`src/rtl/sg_walker.sv`:
```
module sg_walker #(
  parameter int AW    = 32,
  parameter int LW    = 32,
  parameter int ALIGN = 3
) (
  input  logic          clk,
  input  logic          rst_n,
  input  logic          abort,
  input  logic          start,
  input  logic [AW-1:0] start_ptr,
  output logic          rd_req,
  output logic [AW-1:0] rd_addr,
  input  logic          rd_valid,
  input  logic [31:0]   rd_data,
  output logic          xfer_req,
  output logic [AW-1:0] xfer_addr,
  output logic [LW+2:0] xfer_bytes,
  output logic          xfer_out,
  output logic          xfer_ordered,
  output logic [3:0]    xfer_mode,
  input  logic          xfer_ack,
  output logic          busy,
  output logic          done,
  output logic          err
);
  localparam int BW = LW + 3;
  localparam int SW = ((AW > BW) ? AW : BW) + 1;
  localparam logic [SW-1:0] TOP = SW'(1) << AW;

  typedef enum logic [1:0] {S_IDLE, S_FETCH, S_ISSUE} st_t;

  st_t           st;
  logic [1:0]    wi;
  logic [AW-1:0] ptr, b_addr, b_next;
  logic [LW-1:0] b_len;
  logic [7:0]    b_flags;
  logic [3:0]    b_mode;

  wire [SW-1:0] end_sum  = SW'(b_addr) + SW'({b_len, 3'b000});
  wire          crosses  = end_sum > TOP;
  wire          next_bad = (b_next == '0) || (|b_next[ALIGN-1:0]);
  wire          ptr_bad  = (start_ptr == '0) || (|start_ptr[ALIGN-1:0]);

  assign busy         = st != S_IDLE;
  assign rd_req       = st == S_FETCH;
  assign rd_addr      = ptr + AW'({wi, 2'b00});
  assign xfer_req     = st == S_ISSUE;
  assign xfer_addr    = b_addr;
  assign xfer_bytes   = {b_len, 3'b000};
  assign xfer_out     = b_flags[5];
  assign xfer_ordered = b_flags[4];
  assign xfer_mode    = b_mode;

  always_ff @(posedge clk) begin
    if (!rst_n || abort) begin
      st   <= S_IDLE;
      wi   <= '0;
      done <= 1'b0;
      err  <= 1'b0;
      if (!rst_n) begin
        ptr     <= '0;
        b_addr  <= '0;
        b_next  <= '0;
        b_len   <= '0;
        b_flags <= '0;
        b_mode  <= '0;
      end
    end else begin
      case (st)
        S_IDLE: if (start) begin
          wi <= '0;
          if (ptr_bad) begin
            done <= 1'b1;
            err  <= 1'b1;
          end else begin
            done <= 1'b0;
            err  <= 1'b0;
            ptr  <= start_ptr;
            st   <= S_FETCH;
          end
        end
        S_FETCH: if (rd_valid) begin
          case (wi)
            2'd0: b_addr <= rd_data[AW-1:0];
            2'd1: b_len  <= rd_data[LW-1:0];
            2'd2: begin
              b_flags <= rd_data[7:0];
              b_mode  <= rd_data[11:8];
            end
            default: b_next <= rd_data[AW-1:0];
          endcase
          wi <= wi + 2'd1;
          if (wi == 2'd3) begin
            if (crosses) begin
              st   <= S_IDLE;
              done <= 1'b1;
              err  <= 1'b1;
            end else begin
              st <= S_ISSUE;
            end
          end
        end
        S_ISSUE: if (xfer_ack) begin
          if (b_flags[7]) begin
            st   <= S_IDLE;
            done <= 1'b1;
          end else if (next_bad) begin
            st   <= S_IDLE;
            done <= 1'b1;
            err  <= 1'b1;
          end else begin
            ptr <= b_next;
            wi  <= '0;
            st  <= S_FETCH;
          end
        end
        default: st <= S_IDLE;
      endcase
    end
  end
endmodule

```
`config.mk`:
```
export PLATFORM = sky130hd
export DESIGN_NAME = sg_walker
export DESIGN_NICKNAME = d
export VERILOG_FILES = /design/src/rtl/sg_walker.sv
export SDC_FILE = /design/constraint.sdc
export NUM_CORES = 1
export LEC_CHECK = 0
export ABC_AREA = 0
export BUFFER_PORTS_ARGS = -buffer_cell sky130_fd_sc_hd__buf_2
export CORE_AREA = 4 4 151 109
export CTS_CLUSTER_DIAMETER = 40
export DETAILED_ROUTE_END_ITERATION = 6
export DIE_AREA = 0 0 155 113
export PLACE_DENSITY = 0.91
export SLEW_MARGIN = 20
export SYNTH_ARGS = -nofsm -noshare
export SYNTH_HDL_FRONTEND = slang
export SYNTH_SLANG_ARGS = --single-unit
```
`constraint.sdc`:
```
create_clock -name clk -period 8.6 [get_ports clk]
set_input_delay 1.72 -clock clk [delete_from_list [all_inputs] [get_ports clk]]
set_output_delay 1.72 -clock clk [all_outputs]
set_load 0.02 [all_outputs]
```
[Word level (Yosys, flattened, before mapping)]
Cells that the tools add are included.
Word-level totals
  register bits: 146
  input port bits: 70
  output and inout port bits: 110
  word-level logic and storage cells: 121
Operators by class
  add/subtract/negate cells: 3
  order comparisons: 1
  equal/unequal tests: 22
  multiplexer cells: 57
  reduce and logical (&&, ||, !) cells: 28
Operators by type and width (count)
  32-bit two-way mux: 19
  32-bit zero test: 2
  32-bit case mux with 2 select lines: 1
  8-bit two-way mux: 5
  32-bit by 35-bit adder with 36-bit output: 1
  36-bit by 33-bit greater-than comparator with 1-bit output (second input constant): 1
  32-bit by 4-bit adder with 32-bit output: 1
  2-bit two-way mux: 11
  4-bit two-way mux: 5
  4-bit AND reduction: 4
  7-bit AND reduction: 2
  1-bit two-way mux: 12
  2-bit by 1-bit != test with 1-bit output (second input constant): 6
  2-bit case mux with 3 select lines: 2
  2-bit nonzero test: 6
  2-bit != test (second input constant): 5
  3-bit OR reduction: 3
  8-bit AND reduction: 1
  2-bit == test (second input constant): 3
  3-bit by 1-bit != test with 1-bit output (second input constant): 2
  3-bit by 2-bit != test with 1-bit output (second input constant): 2
  3-bit != test (second input constant): 2
  1-bit case mux with 3 select lines: 2
  6-bit AND reduction: 1
  7 further kinds: 12

[Logic depth before layout (Yosys ltp)]
Gate-level depths: netlist (run 1).
  word-level depth: 7
  mapped depth: 12
  mapped depth without buffers: 12

[Least setup slack after synthesis (run 1)]
Ideal clock, no wire load.
  path type: input to register
  start point: input port start_ptr[2]
  end point: register ptr[0] (enable)
  library setup time: 470 ps
  arrival: 4814 ps
  data required time: 8130 ps
  path slack: 3316 ps
  cell stages on the path: 6
  path buffers: 0
  path through: nor3_1 -> o21ai_0 -> or2_2 -> nor2_1 -> a21oi_1 -> o31ai_1
On the way
  cells in the longest elaborated chain, start to end: 4
  elaborated cells between the ends (all ways): 5
  classes of those cells: 1 x eq/ne; 4 x reduce/logical
Ends and longest elaborated chain
  start: declaration: line 10  | input logic [AW-1:0] start_ptr,
  32-bit zero test / 3-bit OR reduction (equally long branches): line 42  | wire ptr_bad = (start_ptr == '0) || (|start_ptr[ALIGN-1:0]);
  1-bit logical OR (*): line 42
  3-bit != test (no source line) (*)
  7-bit AND reduction (no source line) (*)
  end signal: assignment: line 78  | ptr <= start_ptr;
  end signal: assignment: line 112  | ptr <= b_next;
  end: declaration: line 34  | logic [AW-1:0] ptr, b_addr, b_next;
Every way passes the cells marked *; elsewhere a longest branch is shown, timed or not.
A chain may end at the register's enable or synchronous reset.

[Final worst setup path (run 1)]
  start point: register wi[0]
  end point: output port rd_addr[30]
On the way
  cells in the longest elaborated chain, start to end: 1
Ends and longest elaborated chain
  start: declaration: line 33  | logic [1:0] wi;
  start signal: assignment: line 92  | wi <= wi + 2'd1;
  32-bit by 4-bit adder with 32-bit output: line 46  | assign rd_addr = ptr + AW'({wi, 2'b00});
  end: declaration: line 12  | output logic [AW-1:0] rd_addr,
No other way between the ends.

==> results by group, run 1 <==
Clocking
  • CTS max path bufs: 2
  • H-tree Lvls: 4
  • Post-CTS Setup Repair Bufs: 0
  • Clock-pin slew on the worst setup and hold paths: approximately 0.060 ns
  • Resized cells post-CTS: 0
  • Sink Count: 141
  • CTS tree: yes
  • Clk_lat worst skew: 0.42 ns
  • CTS Buf Count: 17
  • CTS Hold Buffers Added: 0
  • CTS root buf: clkbuf_16

STA
  • Final Skew: between 0.006 and 0.007 ns
  • Final setup viols: 0
  • Final Hold Fails: 0
  • RSZ-0062 raised after global routing: false
  • Slew @ Worst Pin: roughly 0.92 ns
  • Final slew viol count: 0
  • Hold WS: 0.480 ns
  • Final period utilization: between 50% and 60%
  • Peak Freq: about 0.22 GHz
  • Setup Total Neg Slack: 0 ns
  • Post-layout minimum cycle time: 4.63 ns
  • Max-slew headroom: a little under 40%

Worst hold path
  • Hold Crit Depth: 2
  • Hold crit path type: reg2reg

Placement
  • Buffers on Ports: 176
  • HPWL Detailed: approximately 18 mm
  • GP Congestion: just under 1

Yosys
  • Synth cell types: 71
  • Asr flop ratio synth: 0%
  • Synth warn: 0
  • Post-synthesis cell area: approximately 8100 um2
  • Seq/Total Area, Yosys: around 51%
  • Syn_area_per_cell: 11.0 um2
  • Top FF cell, synth: edfxtp_1
  • Post-synth EDFFs: roughly 140
  • Post-synthesis cell count: roughly 740
  • Synthesis-stage register bit count: approximately 140

Setup path
  • CP endpoint kind: output port
  • Arr. time, crit path: 2.91 ns
  • Critical Path Start: wi[0]$_SDFFE_PN0P_
  • CP Max Fanout: 7
  • Reg2reg start: xfer_addr[3]$_DFFE_PP_
  • Nature of the critical path startpoint: register
  • Crit Path Category: reg2out
  • R2R Path End: done$_SDFFE_PN0P_
  • FF-to-FF path depth: 12
  • Critical Path End: rd_addr[30]
  • CP required: 6.88 ns
  • R2r setup slk: about 4.7 ns

Route
  • Detailed Route Iter0 Violations: 827
  • Final wirelength: between 20 and 25 mm
  • Post-route ant nets: 0
  • Via density: 6.16
  • Vias: 6,896
  • Drt wl/cell: approximately 21 um
  • Detailed Routing Iterations Pass 1: 5
  • Drt drc: 0

Layout
  • Area delta synth->final: 20.3%
  • Fin util: between 60% and 70%
  • Multi-input gate area: about 3700 um2
  • Share of post-route cells with drive strength above 1: 26.0%
  • FF/Latch Area: between 4000 and 5000 um2
  • Layout Nets: between 1,000 and 1,500
  • Fillers: 1,176

Status
  • Status: finished, final reports clean

Die
  • Die Span Y: 113 um
  • Die area: roughly 18,000 um2
  • Row cnt: 38
  • Starting Density: between 50% and 60%
  • Boundary Pins: between 150 and 200
  • Core area: between 15,000 and 20,000 um2
  • Chip width: about 160 um

GRT
  • Total global routing overflow: 0
  • GRT Util Overall: a little over a quarter
  • Vias in the first global route: 6,412
  • Initial antenna violation count: 1
  • Pin count of the biggest net entering global routing: 43
  • First-pass GRT wire length: 35.4 mm

Run
  • Max-cap violations: 0

Pwr
  • VDD IR max: approximately 160 uV
  • Lkg Pwr: 0.00388 uW
  • Pwr Density: just under 200 nW/um2
  • PnR Total Power: around 1900 uW
logic make-up (layout without fill, tap and decap cells):
| group | after synthesis | in the layout | share of synthesized area, % |
|---|---|---|---|
| multiplexers | 37 | 37 | 4.60 |
| XOR/XNOR | 41 | 41 | 4.43 |
| buffers and inverters | 54 | 234 | 3.06 |
| other | 1 | 4 | 0.0463 |
| flip-flops | 141 | 141 | 51.5 |
| AND/OR/NAND/NOR | 281 | 281 | 17.3 |
| AO/OA/AOI/OAI | 140 | 140 | 12.6 |
| adder cells (fa/ha/maj) | 41 | 41 | 6.51 |
layout by cell type, fill, tap and decap left out, types with 23 or more instances in the layout:
| cell type | instances |
|---|---|
| and2_1 | 41 |
| ha_1 | 38 |
| a21oi_1 | 35 |
| buf_2 | 176 |
| nand2_1 | 56 |
| nor2_1 | 79 |
| mux2i_1 | 35 |
| edfxtp_1 | 135 |
| o21ai_0 | 23 |
| xnor2_1 | 30 |
critical path, stage by stage (launching register included):
cell	delay, ns
dfxtp_1	0.44
ha_1	0.22
inv_1	0.06
fa_1	0.46
nor2_1	0.51
nand4_1	0.29
nor2_1	0.18
xor2_1	0.15
buf_2	0.18
flip-flops by register name (all words and copies together), names as in the netlist, 2 cells and up:
signal     cells
b_flags        3
b_len         32
b_next        32
ptr           32
st             2
wi             2
xfer_addr     32
xfer_mode      4
worst min path at each step:
stage	from	slack, ns	to
6_report	err$_SDFFE_PN0P_	0.48	err$_SDFFE_PN0P_
5_1_grt	err$_SDFFE_PN0P_	0.51	err$_SDFFE_PN0P_
4_1_cts	err$_SDFFE_PN0P_	0.48	err$_SDFFE_PN0P_
3_5_place_dp	err$_SDFFE_PN0P_	0.46	err$_SDFFE_PN0P_
3_3_place_gp	done$_SDFFE_PN0P_	0.46	done$_SDFFE_PN0P_
2_1_floorplan	wi[1]$_SDFFE_PN0P_	0.50	wi[1]$_SDFFE_PN0P_
per-stage QoR:
| stage | area (um2) | setup WS [ns] | cells |
|---|---|---|---|
| 3_5_place_dp | 9140 | 4.50 | 1086 |
| 6_report | 9750 | 3.97 | 1119 |
| 3_3_place_gp | 9140 | 4.59 | 1086 |
| 5_1_grt | 9750 | 3.87 | 1118 |
| 2_1_floorplan | 8110 | 3.32 | 738 |
| 4_1_cts | 9750 | 4.04 | 1118 |
layout make-up:
class / instances / share of cell area (%)
Sequential cell: 141 / 42.8
Inverter: 21 / 0.808
Clock inverter: 15 / 1.91
Antenna cell: 1 / 0.0257
Clock buffer: 17 / 4.36
Timing Repair Buffer: 181 / 9.42
Multi-Input combinational cell: 543 / 38.1
Tap cell: 200 / 2.57
metal layers:
metal / global-route usage, % / wire (um) / vias to the layer above
met5: 0 / 0 / -
met1: 38.1 / 10100 / 3304
met3: 7.30 / 2930 / 44
li1: - / - / 3070
met4: 6.35 / 404 / 0
met2: 39.3 / 10300 / 478
report_power, final:
group | internal [uW] | switching, uW
Combinational | 116 | 217
Sequential | 801 | 30.4
Clock | 461 | 308
Yosys cell counts, types with 3 or more instances:
| master | number | area [um2] |
|---|---|---|
| o21a_1 | 5 | 37.5 |
| nor3_1 | 18 | 90.1 |
| or4_1 | 3 | 22.5 |
| clkbuf_1 | 13 | 48.8 |
| o31ai_1 | 4 | 30.0 |
| a2111oi_2 | 3 | 45.0 |
| a21o_1 | 5 | 37.5 |
| nor2_1 | 79 | 297 |
| a21boi_0 | 3 | 22.5 |
| o211a_1 | 3 | 30.0 |
| and3_1 | 12 | 75.1 |
| nand2b_1 | 5 | 31.3 |
| a21oi_1 | 35 | 175 |
| mux2i_1 | 35 | 350 |
| nor2b_1 | 6 | 37.5 |
| inv_1 | 21 | 78.8 |
| buf_4 | 7 | 52.6 |
| xor2_1 | 11 | 96.3 |
| a31oi_1 | 4 | 25.0 |
| o22ai_1 | 3 | 18.8 |
| nand3_1 | 18 | 90.1 |
| o21bai_1 | 4 | 30.0 |
| edfxtp_1 | 135 | 4050 |
| a211oi_1 | 10 | 75.1 |
| xnor2_1 | 30 | 263 |
| ha_1 | 39 | 488 |
| o21ai_0 | 23 | 115 |
| nand2_1 | 58 | 218 |
| nor4_1 | 13 | 81.3 |
| buf_2 | 9 | 45.0 |
| buf_1 | 3 | 11.3 |
| o21ai_1 | 7 | 35.0 |
| dfxtp_1 | 6 | 120 |
| and2_1 | 41 | 257 |
| nand4_1 | 17 | 106 |
Note: power is estimated with default switching activity, not from simulation.
==> run 2: changes to the inputs <==
--- a/config.mk
+++ b/config.mk
@@ -5,13 +5,13 @@
 export SDC_FILE = /design/constraint.sdc
 export NUM_CORES = 1
 export LEC_CHECK = 0
-export ABC_AREA = 0
+export ABC_AREA = 1
 export BUFFER_PORTS_ARGS = -buffer_cell sky130_fd_sc_hd__buf_2
-export CORE_AREA = 4 4 151 109
+export CORE_AREA = 4 4 161 117
 export CTS_CLUSTER_DIAMETER = 40
 export DETAILED_ROUTE_END_ITERATION = 6
-export DIE_AREA = 0 0 155 113
-export PLACE_DENSITY = 0.91
+export DIE_AREA = 0 0 165 121
+export PLACE_DENSITY = 0.87
 export SLEW_MARGIN = 20
 export SYNTH_ARGS = -nofsm -noshare
 export SYNTH_HDL_FRONTEND = slang
==> constraint.sdc (replaced) <==
create_clock -name clk -period 3.75 [get_ports clk]
set_input_delay 0.75 -clock clk [delete_from_list [all_inputs] [get_ports clk]]
set_output_delay 0.75 -clock clk [all_outputs]
set_load 0.02 [all_outputs]
==> results by group, run 2 <==
Pwr
  • Clk pwr share: 39.1% (-0.7 points)
  • Switching power total: 1340 uW (+140%)
  • Comb pwr share: 18.3% (+1.1 points)
  • Cell internal pwr: 3160 uW (+130%)
  • Sequential power share: 42.5% (-0.5 points)
  • VDD IR max: 297 uV (+80%)
  • PnR Total Power: 4500 uW (+130%)
  • Lkg Pwr: 0.00508 uW (+31%)
  • Switching Share: 29.8% (+1.0 points)
  • Pwr Density: 429 nW/um2 (+120%)

STA
  • Final period utilization: 104%
  • Setup ws final: -0.153 ns (-4.12 ns)
  • Peak Freq: 0.256 GHz
  • Hold WS: 0.537 ns (+0.0563 ns)
  • Max-slew headroom: 50.4% (+12 points)
  • Final Skew: 0.0104 ns (+0.00346 ns)
  • Setup Total Neg Slack: -0.442 ns (-0.442 ns)
  • Post-layout minimum cycle time: around 4 ns
  • Final Hold Fails: 0 (unchanged)
  • Final setup viols: 4 (+4)
  • Final slew viol count: 0 (unchanged)
  • Slew @ Worst Pin: 0.741 ns (-0.175 ns)
  • RSZ-0062 raised after global routing: true

GRT
  • Total global routing overflow: 0 (unchanged)
  • First-pass GRT wire length: 38.5 mm (+8.6%)
  • Initial antenna violation count: 0 (-1)
  • Vias in the first global route: 7,283 (+14%)
  • Pin count of the biggest net entering global routing: 41 (-4.7%)
  • GRT Util Overall: 25.2% (-0.96 points)

Yosys
  • Top FF cell, synth: edfxtp_1
  • Synth cell types: 41 (-42%)
  • Synthesis-stage register bit count: 141 (unchanged)
  • Post-synth EDFFs: 135 (unchanged)
  • Synth top area cells: edfxtp_1, nand2_1, inv_1, ha_1, nor2_1
  • Post-synth top area cell: edfxtp_1
  • Asr flop ratio synth: 0% (unchanged)
  • Synth top area share: 47.6% (-2.4 points)
  • Synth cell count leaders: nand2_1, inv_1, edfxtp_1, nor2_1, a21oi_1
  • Count leader, synth: nand2_1
  • Synth warn: 0 (unchanged)
  • Seq/Total Area, Yosys: 49.0% (-2.5 points)
  • Syn_area_per_cell: 8.19 um2 (-26%)
  • Post-synthesis cell count: 1,040 (+41%)
  • Post-synthesis cell area: 8510 um2 (+5.0%)

Layout
  • Share of post-route cells with drive strength above 1: 21.2% (-4.8 points)
  • Commonest non-fill, non-tap cell in the layout: nand2_1
  • Layout Nets: 1,353 (+33%)
  • Most frequent cells in the layout: nand2_1, buf_2, inv_1, edfxtp_1, nor2_1
  • FF/Latch Area: 4180 um2 (about the same)
  • Diodes inserted: 0 (-1)
  • Multi-input gate area: 3690 um2 (-0.57%)
  • Area delta synth->final: 23.2%
  • Fillers: 1,502 (+28%)

Route
  • Post-route ant nets: 0 (unchanged)
  • Detailed Route Iter0 Violations: 726 (-12%)
  • Detailed Routing Iterations Pass 1: 5 (unchanged)
  • Drt wl/cell: 16.8 um (-21%)
  • Drt drc: 0 (unchanged)
  • Vias: 7,834 (+14%)
  • Final wirelength: 25.1 mm (+5.9%)
  • Via density: 5.25 (-15%)

Clocking
  • Clk_lat worst skew: 0.42 ns (about the same)
  • CTS Hold Buffers Added: 0 (unchanged)
  • CTS tree: yes
  • CTS max path bufs: 2 (unchanged)
  • Clock-pin slew on the worst setup and hold paths: 0.06 ns (about the same)
  • Sink Count: 141 (unchanged)
  • CTS Buf Count: 17 (unchanged)
  • H-tree Lvls: 4 (unchanged)
  • CTS root buf: clkbuf_16

Setup path
  • Crit Path Category: reg2out
  • CP endpoint kind: output port
  • Arr. time, crit path: 3.15 ns (+0.24 ns)
  • Slowest-stage cell, CP: fa_2
  • Cell family with most CP delay: simple AND/OR/NAND/NOR gates
  • CP Cell Sequence: ha_2 > inv_2 > fa_2 > nor2_4 > nand2_2 > nor2_4 > nand2_4 > nor2_4 > nand3_4 > nor3_4 > nand3_2 > nor3_4 > nand3_2 > nor3_4 > nand2_2 > xnor2_2 > buf_4
  • Worst Path Buf+Inv: 2 (unchanged)
  • Nature of the critical path startpoint: register
  • CP required: 3.00 ns (-3.88 ns)
  • CP Max Fanout: 2 (-5)
  • Worst path max stage delay: 0.37 ns (-0.14 ns)

Worst hold path
  • Hold crit path type: reg2reg

Die
  • Starting Density: 48.7% (-4.8 points)
  • Core area: 17,500 um2 (+15%)
  • Die area: 20,000 um2 (+14%)
  • Row cnt: 41 (+7.9%)
  • Chip width: 165 um (+6.5%)
  • Boundary Pins: 180 (unchanged)
  • Die Span Y: 121 um (+7.1%)

Status
  • Violated checks: setup timing
  • Status: finished, violations left

Placement
  • Buffers on Ports: 176 (unchanged)
  • GP Congestion: 0.956 (-0.53%)
  • HPWL Detailed: 19.4 mm (+8.3%)

Run
  • Max-cap violations: 0 (unchanged)
run 2: cells by family (layout without fill, tap and decap cells):
| family | count (synthesis) | in the layout | synth area share (%) |
|---|---|---|---|
| flops | 141 | 141 | 49.0 |
| fa+ha+maj | 41 | 41 | 6.20 |
| buf+inv | 186 | 399 | 8.43 |
| other cells | 1 | 3 | 0.0440 |
| simple gates | 557 | 557 | 28.0 |
| compound gates | 83 | 83 | 5.11 |
| xor+xnor | 31 | 31 | 3.19 |
run 2: repair_timing:
item / CTS / global route
resized for setup: 9 / 9
pin swaps: 3 / 3
setup buffers: 10 / 8
setup endpoints to repair: 7 / 9
run 2: path summary, 6_finish.rpt:
check / startpoint / end / slack [ns] / depth (start not counted)
min reg2reg: err$_SDFFE_PN0P_ / err$_SDFFE_PN0P_ / 0.54 / 4
max reg2reg: xfer_addr[3]$_DFFE_PP_ / st[1]$_SDFFE_PN0P_ / 0.62 / 20
min: err$_SDFFE_PN0P_ / err$_SDFFE_PN0P_ / 0.54 / 4
max: wi[0]$_SDFFE_PN0P_ / rd_addr[30] / -0.15 / 17
run 2: through the flow:
step	instance area (um2)	utilization (%)	setup WS, ns	instances
detailed placement	9690	55.4	0.0848	1442
floorplan	8530	-	0.0785	1042
global placement	9690	55.4	0.204	1442
global route	10500	60.0	-0.333	1491
CTS	10400	59.5	-0.0968	1484
finish	10500	60.0	-0.153	1491
run 2: area by class of cell:
cell class / count / share of cell area [%]
multi-input cells: 715 / 35.2
flip-flops and latches: 141 / 39.8
inverters: 165 / 5.90
clock inverters: 15 / 1.79
well taps: 236 / 2.81
clock buffers: 17 / 4.06
repair buffers: 202 / 10.4
run 2: worst min-delay path, cell delays in order, from the launching register on:
cell	delay (ns)
dfxtp_1	0.32
inv_1	0.05
nand2_1	0.05
inv_1	0.04
nor2_1	0.04
run 2: power groups by stage:
stage | clock network (uW) | registers [uW] | logic [uW]
floorplan | 0 | 1990 | 478
global placement | 0 | 1940 | 789
detailed placement | 0 | 1950 | 801
CTS | 1780 | 1910 | 810
global route | 1840 | 1930 | 918
finish | 1760 | 1920 | 826
run 2: per-layer routing:
metal / up-vias / share of wire, % / global-route usage (%) / wire [um]
li1: 3774 / - / - / -
met1: 3574 / 45 / 37.7 / 11400
met2: 451 / 42 / 37.1 / 10600
met3: 35 / 11 / 6.18 / 2730
met4: 0 / 1.5 / 5.92 / 373
met5: - / 0 / 0 / 0
